[src/rtl/isa_ws_pkg.sv]
package isa_ws_pkg;

    typedef enum logic [1:0] {
        ST_IDLE,
        ST_LEAD,
        ST_RUN
    } seq_state_t;

    localparam int LEN_W16_DEFAULT = 3;
    localparam int LEN_W16_MEM_FAST = 2;
    localparam int LEN_W8_DEFAULT = 6;
    localparam int LEN_W8_EARLY = 4;
    localparam int LEN_W8_LATE = 5;

    localparam int IDX_W8_EARLY = 3;
    localparam int IDX_W8_LATE = 4;

endpackage

[src/rtl/isa_ws_target.sv]
module isa_ws_target
    import isa_ws_pkg::*;
#(
    parameter int CNT_W = 6
) (
    input  logic             clk,
    input  logic             rst,
    input  logic             load,
    input  logic             load_wide,
    input  logic             cur_wide,
    input  logic             shorten,
    input  logic [CNT_W-1:0] bclk_idx,
    output logic [CNT_W-1:0] due_len
);

    localparam logic [CNT_W-1:0] DEF16 = CNT_W'(LEN_W16_DEFAULT);
    localparam logic [CNT_W-1:0] DEF8 = CNT_W'(LEN_W8_DEFAULT);
    localparam logic [CNT_W-1:0] EARLY8 = CNT_W'(LEN_W8_EARLY);
    localparam logic [CNT_W-1:0] LATE8 = CNT_W'(LEN_W8_LATE);
    localparam logic [CNT_W-1:0] IDX_E = CNT_W'(IDX_W8_EARLY);
    localparam logic [CNT_W-1:0] IDX_L = CNT_W'(IDX_W8_LATE);

    logic [CNT_W-1:0] due_q;
    logic             untouched;

    assign untouched = (due_q == DEF8);

    always_ff @(posedge clk) begin
        if (rst) begin
            due_q <= DEF16;
        end else if (load) begin
            due_q <= load_wide ? DEF16 : DEF8;
        end else if (!cur_wide && shorten && untouched) begin
            if (bclk_idx == IDX_E) begin
                due_q <= EARLY8;
            end else if (bclk_idx == IDX_L) begin
                due_q <= LATE8;
            end
        end
    end

    assign due_len = due_q;

endmodule

[src/rtl/isa_ws_counter.sv]
module isa_ws_counter #(
    parameter int CNT_W = 6
) (
    input  logic             clk,
    input  logic             rst,
    input  logic             clear,
    input  logic             adv,
    input  logic             capture,
    output logic [CNT_W-1:0] bclk_idx,
    output logic [CNT_W-1:0] held_len
);

    localparam logic [CNT_W-1:0] CNT_MAX = '1;
    localparam logic [CNT_W-1:0] CNT_ONE = CNT_W'(1);

    logic [CNT_W-1:0] idx_q;
    logic [CNT_W-1:0] len_q;

    always_ff @(posedge clk) begin
        if (rst) begin
            idx_q <= '0;
        end else if (clear) begin
            idx_q <= CNT_ONE;
        end else if (adv && (idx_q != CNT_MAX)) begin
            idx_q <= idx_q + CNT_ONE;
        end
    end

    always_ff @(posedge clk) begin
        if (rst) begin
            len_q <= '0;
        end else if (capture) begin
            len_q <= idx_q;
        end
    end

    assign bclk_idx = idx_q;
    assign held_len = len_q;

endmodule

[src/rtl/isa_ws_seq.sv]
module isa_ws_seq
    import isa_ws_pkg::*;
#(
    parameter int CNT_W = 6
) (
    input  logic             clk,
    input  logic             rst,
    input  logic             start,
    input  logic             io_cycle,
    input  logic             wide16,
    input  logic             reg_hit,
    input  logic             nows_n,
    input  logic             chrdy,
    output logic             cmd_act,
    output logic             done,
    output logic             nows_oe,
    output logic             nows_out_n,
    output logic [CNT_W-1:0] cyc_len
);

    localparam logic [CNT_W-1:0] FAST_IDX = CNT_W'(LEN_W16_MEM_FAST);

    seq_state_t       state_q;
    seq_state_t       state_d;
    logic             io_q;
    logic             wide_q;
    logic             reg_q;
    logic             done_q;
    logic             accept;
    logic             in_run;
    logic             req_seen;
    logic             req_valid;
    logic             fast16;
    logic             finish;
    logic [CNT_W-1:0] bclk_idx;
    logic [CNT_W-1:0] due_len;

    assign accept    = (state_q == ST_IDLE) && start;
    assign in_run    = (state_q == ST_RUN);
    assign req_seen  = !nows_n || reg_q;
    assign req_valid = req_seen && chrdy;
    assign fast16    = wide_q && !io_q && (bclk_idx == FAST_IDX) && req_valid;
    assign finish    = in_run && chrdy && ((bclk_idx >= due_len) || fast16);

    always_ff @(posedge clk) begin
        if (rst) begin
            state_q <= ST_IDLE;
        end else begin
            state_q <= state_d;
        end
    end

    always_comb begin
        state_d = state_q;
        unique case (state_q)
            ST_IDLE: if (start) state_d = ST_LEAD;
            ST_LEAD: state_d = ST_RUN;
            ST_RUN:  if (finish) state_d = ST_IDLE;
            default: state_d = ST_IDLE;
        endcase
    end

    always_ff @(posedge clk) begin
        if (rst) begin
            io_q   <= 1'b0;
            wide_q <= 1'b1;
            reg_q  <= 1'b0;
        end else if (accept) begin
            io_q   <= io_cycle;
            wide_q <= wide16;
            reg_q  <= reg_hit;
        end
    end

    always_ff @(posedge clk) begin
        if (rst) begin
            done_q <= 1'b0;
        end else begin
            done_q <= finish;
        end
    end

    always_comb begin
        cmd_act    = (state_q != ST_IDLE);
        done       = done_q;
        nows_oe    = in_run && reg_q;
        nows_out_n = !(in_run && reg_q);
    end

    isa_ws_counter #(.CNT_W(CNT_W)) u_cnt (
        .clk      (clk),
        .rst      (rst),
        .clear    (accept),
        .adv      ((state_q != ST_IDLE) && !finish),
        .capture  (finish),
        .bclk_idx (bclk_idx),
        .held_len (cyc_len)
    );

    isa_ws_target #(.CNT_W(CNT_W)) u_tgt (
        .clk       (clk),
        .rst       (rst),
        .load      (accept),
        .load_wide (wide16),
        .cur_wide  (wide_q),
        .shorten   (in_run && req_valid),
        .bclk_idx  (bclk_idx),
        .due_len   (due_len)
    );

endmodule

[config.mk]
export PLATFORM = sky130hd
export DESIGN_NAME = isa_ws_seq
export DESIGN_NICKNAME = d
export VERILOG_FILES = /design/src/rtl/isa_ws_pkg.sv /design/src/rtl/isa_ws_target.sv /design/src/rtl/isa_ws_counter.sv /design/src/rtl/isa_ws_seq.sv
export SDC_FILE = /design/constraint.sdc
export NUM_CORES = 1
export LEC_CHECK = 0
export ABC_CLOCK_PERIOD_IN_PS = 5800
export BUFFER_PORTS_ARGS = -buffer_cell sky130_fd_sc_hd__buf_2
export CORE_MARGIN = 4
export CORE_UTILIZATION = 40
export CTS_BUF_LIST = sky130_fd_sc_hd__clkbuf_8
export CTS_CLUSTER_DIAMETER = 120
export DETAILED_ROUTE_END_ITERATION = 12
export PLACE_DENSITY = 0.67
export SYNTH_ARGS = -nofsm -noshare
export SYNTH_HDL_FRONTEND = slang
export SYNTH_SLANG_ARGS = --single-unit
[constraint.sdc]
create_clock -name clk -period 5.8 [get_ports clk]
set_input_delay 0.87 -clock clk [delete_from_list [all_inputs] [get_ports clk]]
set_output_delay 0.87 -clock clk [all_outputs]
set_load 0.02 [all_outputs]
Word level (Yosys, flattened, before mapping)
Cells that the tools add are included.
Storage, ports and cells
  word-level logic and storage cells: 58
  bits of input ports: 8
  flip-flop bits (word level): 24
  output and inout port bits: 10
Operators by class
  muxes and demuxes: 10
  eq/ne operators: 9
  reduce and logical (&&, ||, !) cells: 28
  $add $sub $neg: 1
  $lt $le $gt $ge: 1
Operators by type and width (number)
  two-way mux 6 bit: 4
  logical AND 1 bit: 13
  == test 6 x 2 -> 1 bit (second input constant): 2
  == test 6 x 3 -> 1 bit (second input constant): 2
  adder 6 x 1 -> 6 bit (second input constant): 1
  greater-or-equal comparator 6 bit: 1
  != test 6 bit (second input constant): 1
  one-hot mux 2 bit (3 select lines): 1
  nonzero test 2 bit: 3
  zero test 1 bit: 5
  two-way mux 2 bit: 2
  AND reduction 2 bit: 2
  two-way mux 3 bit: 1
  nonzero test 3 bit: 1
  == test 2 x 1 -> 1 bit (second input constant): 1
  == test 2 bit (second input constant): 1
  zero test 2 bit: 1
  logical OR 1 bit: 2
  two-way mux 1 bit: 2
  != test 2 x 1 -> 1 bit (second input constant): 1
  != test 2 bit (second input constant): 1
  OR reduction 2 bit: 1

Depth between registers and ports, before layout
  depth after elaboration: 11
  depth in mapped cells: 8
  gate-level depth less buffers: 7

Hierarchy
From an unflattened synthesis, not the netlist that was laid out.
Second synthesis, totals
  cells, all modules: 134
  area, all modules: 1203.7 um2
Modules (own cells, without submodules)
  isa_ws_counter: seq. area each 240.2 um2, instances 1, area each 515.5 um2, cells an instance 55
  isa_ws_seq: seq. area each 120.1 um2, instances 1, area each 495.5 um2, cells an instance 58
  isa_ws_target: seq. area each 60.1 um2, instances 1, area each 192.7 um2, cells an instance 21

Least setup slack after synthesis
No wires, ideal clock.
  path kind: input to register
  start point: in chrdy
  end point: reg u_cnt.idx_q[4] (netlist: u_cnt.bclk_idx[4])
  required time: 5730 ps
  arrival: 2070 ps
  setup time: 70 ps
  cell stages on the path: 6
  setup slack: 3660 ps
  path buffers: 2
  cells stage by stage: and3b_1 -> clkbuf_1 -> nor2b_1 -> buf_6 -> or4_1 -> a21boi_1
On the way
  word-level cells in the longest chain between the ends: 7
  elaborated cells between the ends (all ways): 8
  classes of those cells: reduce/logical: 8
RTL lines
  start: declaration: line isa_ws_seq.sv:13  | input logic chrdy,
  logical AND 1 bit: line isa_ws_seq.sv:41  | assign req_valid = req_seen && chrdy;
  logical AND 1 bit: line isa_ws_seq.sv:42  | assign fast16 = wide_q && !io_q && (bclk_idx == FAST_IDX) && req_valid;
  logical OR 1 bit: line isa_ws_seq.sv:43  | assign finish = in_run && chrdy && ((bclk_idx >= due_len) || fast16);
  logical AND 1 bit (*): line isa_ws_seq.sv:43
  zero test 1 bit (*): line isa_ws_seq.sv:94  | .adv ((state_q != ST_IDLE) && !finish),
  logical AND 1 bit (*): line isa_ws_seq.sv:94
  logical AND 1 bit (*): line isa_ws_counter.sv:24  | end else if (adv && (idx_q != CNT_MAX)) begin
  end signal: assignment: line isa_ws_counter.sv:25  | idx_q <= idx_q + CNT_ONE;
  end: declaration: line isa_ws_counter.sv:16  | logic [CNT_W-1:0] idx_q;
Every way passes the cells marked *; elsewhere a longest branch is shown, timed or not.
A chain may end at the register's enable or synchronous reset.

Worst setup path after layout
  start point: reg u_cnt.idx_q[0] (netlist: u_cnt.bclk_idx[0])
  end point: reg u_cnt.idx_q[3] (netlist: u_cnt.bclk_idx[3])
On the way
  word-level cells in the longest chain between the ends: 8
  elaborated cells between the ends (all ways): 11
  classes of those cells: add/sub: 1; order compare: 1; eq/ne: 2; reduce/logical: 7
RTL lines
  branches (longest 8 deep; another with greater-or-equal comparator 6 bit)
Parallel ways; which one is timed is not known.

==> out/qor.txt <==
R2r setup slk: 3.54 ns
Worst r2r dst: u_cnt.bclk_idx[3]$_SDFFE_PP0P_
RSZ-0062 raised after global routing: no
RePlAce Congestion: 0.846
Vias: 947
Worst-Skew Late Latency: 0.26 ns
PnR Total Power: 0.289 mW
Worst endpoint required time: 5.99 ns
Final setup violation count: 0
Period utilization: 0.390
LEAKAGE: 0.509 nW
Synth Register Bits: 21
Utilization after layout: 0.486
Avg Cell Area, Syn: 8.48 um^2
Skew final: 0.00133 ns
Worst-Margin Slew: 0.754 ns
Area growth from synthesis to layout: 12.3%
Synth Cell Area: 1100 um^2
Layout Cells excl Fill: 174
Post-route ant nets: 0
Switching portion of total power: 0.261
Final Max Tran Viols: 0
Final Routed Wirelength: 2330 um
Global-route wire length before repair: 4040 um
Vias per cell: 5.44
Synth Area in Compound Gates: 0.176
Setup bufs post-CTS: 0
Synth cell types: 37
Yosys warns: 0
Final Hold Viols: 0
Largest net degree at the start of global routing: 25
MaxCap Viol Count: 0
CTS max path bufs: 2
Vias in the first global route: 929
Die width: 60.5 um
Synth Area in Adders: 0.0681
Commonest cells after routing, fill and taps aside: dfxtp_1, buf_2, nand2_1, nand2b_1
Top Ports: 18
Fin nets: 159
Net Count, Synth: 144
Hold depth: 2
Most common cell after layout, fill and taps aside: dfxtp_1
Cell Rows: 18
Port bufs: 17
Startpoint Class: register
Slew HR: 0.497
Cell taking the most area after synthesis: dfxtp_1
Max H-tree Level: 1
Post-CTS Hold Buffers: 0
Gr ovfl total: 0
Die Height: 60.5 um
Status: completed
Combinational Power Share: 0.134
Async SR Flop Fraction: 0
Clock sink count: 21
Max Fclk: 442 MHz
Core area: 2540 um^2
Min-Delay Endpoint: wide_q$_SDFFE_PP1P_
Initial antenna violation count: 0
XOR/XNOR Fraction of Synth Area: 0
Final Cell Area: 1240 um^2
Worst Reg-to-Reg Cells: 7
Crit end category: register
Clock Power Share: 0.327
Post-synth top area share: 0.381
CTS tree: yes
Share of post-route cells with drive strength above 1: 0.153
Min-delay worst type: register to register
Switching Power: 0.0755 mW
DRT Pass-1 Iters: 4
FF-to-FF Start: u_cnt.bclk_idx[0]$_SDFFE_PP0P_
CTS clk-pin slew, worst paths: 0.07 ns
CTS Buf Count: 3
WP data arrival: 2.45 ns
Placed cell areas: 1190 um^2
Drc violations: 0
Final TNS setup: 0 ns
Worst hold path startpoint: wide_q$_SDFFE_PP1P_
Main synth FF type: dfxtp_1
Cells after Synth: 130
Cell area power density: 233 nW/um^2
Initial DRC count: 38
Register area share after synthesis: 0.381
CTS root buf: clkbuf_8
Setup CP Type: register to register
N_diodes: 0
GRT Overall Usage: 0.145
Synth top area cells: dfxtp_1, ha_1, nand2b_1
Worst vdd ir: 0.212 mV
Initial core utilization: 0.433
Detail Placement HPWL: 1720 um
Simple-gate share of the synthesized area: 0.299
Fin crit period: 2.26 ns
Mux cell area share after synthesis: 0.0182
Sequential power share: 0.538
Avg WL per Cell: 13.4 um
Number of synthesized flops with an enable pin: 0
Post-CTS resize count: 0
Placed insts: 170
Main combinational cell family by area after synthesis: simple AND/OR/NAND/NOR gates
Pint: 0.213 mW
Max Fanout on Critical Path: 11
Die ar.: 3660 um^2
==> kinds of logic (layout without fill, tap and decap cells) <==
family	count (synthesis)	in the layout
compound gates	30	30
flops	21	21
mux	2	2
simple gates	56	56
fa+ha+maj	6	6
buf+inv	15	29
==> critical path, cell delays in order, from the launching register on <==
cell and delay (ns):
dfxtp_1 0.46, inv_1 0.12, ha_1 0.30, nand2b_1 0.16, nand2_1 0.07, o221ai_1 0.35, or4_1 0.57, a21boi_0 0.16
==> worst max-delay path by stage <==
stage	slack, ns	cells past startpoint	end	from
floorplan	3.66	6	u_cnt.bclk_idx[4]$_SDFFE_PP0P_	chrdy
global placement	3.59	5	u_cnt.bclk_idx[3]$_SDFFE_PP0P_	chrdy
detailed placement	3.53	5	u_cnt.bclk_idx[5]$_SDFFE_PP0P_	chrdy
CTS	3.58	7	u_cnt.bclk_idx[3]$_SDFFE_PP0P_	u_cnt.bclk_idx[0]$_SDFFE_PP0P_
global route	3.29	7	u_cnt.bclk_idx[3]$_SDFFE_PP0P_	u_cnt.bclk_idx[0]$_SDFFE_PP0P_
finish	3.54	7	u_cnt.bclk_idx[3]$_SDFFE_PP0P_	u_cnt.bclk_idx[0]$_SDFFE_PP0P_
==> per-layer routing <==
layer / vias to the layer above / wire length, um / share of wire / GRT usage
met5: - / 0 / 0 / 0
met4: 0 / 0 / 0 / 0.0341
met3: 0 / 135 / 0.058 / 0.0511
met2: 25 / 1070 / 0.46 / 0.231
met1: 429 / 1120 / 0.48 / 0.190
li1: 493 / - / - / -
==> synthesized netlist by cell type, types with 2 or more instances <==
cell	number
nor2b_1	3
inv_1	8
mux2i_1	2
o21ai_0	8
nand4b_1	6
nor4bb_1	2
a21boi_0	2
or4_1	3
nand3_1	4
o31ai_1	3
dfxtp_1	21
ha_1	6
nor2_1	3
clkbuf_1	6
a21oi_1	5
or3_1	3
o311ai_0	2
nand2b_1	10
nand2_1	15
==> registers in the layout, summed over array words and instances (netlist names) <==
register,count
wide_q,1
done,1
state_q,2
reg_q,1
u_cnt.held_len,6
u_tgt.due_len,3
io_q,1
u_cnt.bclk_idx,6
==> layout make-up <==
type                            instances  area [um^2]
Clock inverter                          1         5.00
Clock buffer                            3         41.3
Sequential cell                        21          420
Fill cell                             242         1310
Timing Repair Buffer                   17         85.1
Tap cell                               30         37.5
Multi-Input combinational cell         94          618
Inverter                                8         30.0
==> power by group through the flow <==
stage | Sequential [mW] | Clock [mW] | Combinational [mW]
2_1_floorplan | 0.157 | 0 | 0.0294
3_3_place_gp | 0.159 | 0 | 0.0372
3_5_place_dp | 0.159 | 0 | 0.0383
4_1_cts | 0.155 | 0.0995 | 0.0385
5_1_grt | 0.156 | 0.103 | 0.0447
6_report | 0.155 | 0.0945 | 0.0388
==> through the flow <==
stage / setup slack (ns) / hold slack [ns]
final: 3.54 / 0.464
after global placement: 3.59 / 0.452
after floorplan: 3.66 / 0.430
after CTS: 3.58 / 0.469
after detailed placement: 3.53 / 0.457
after global routing: 3.29 / 0.490
(Power assumes the default switching activity.)
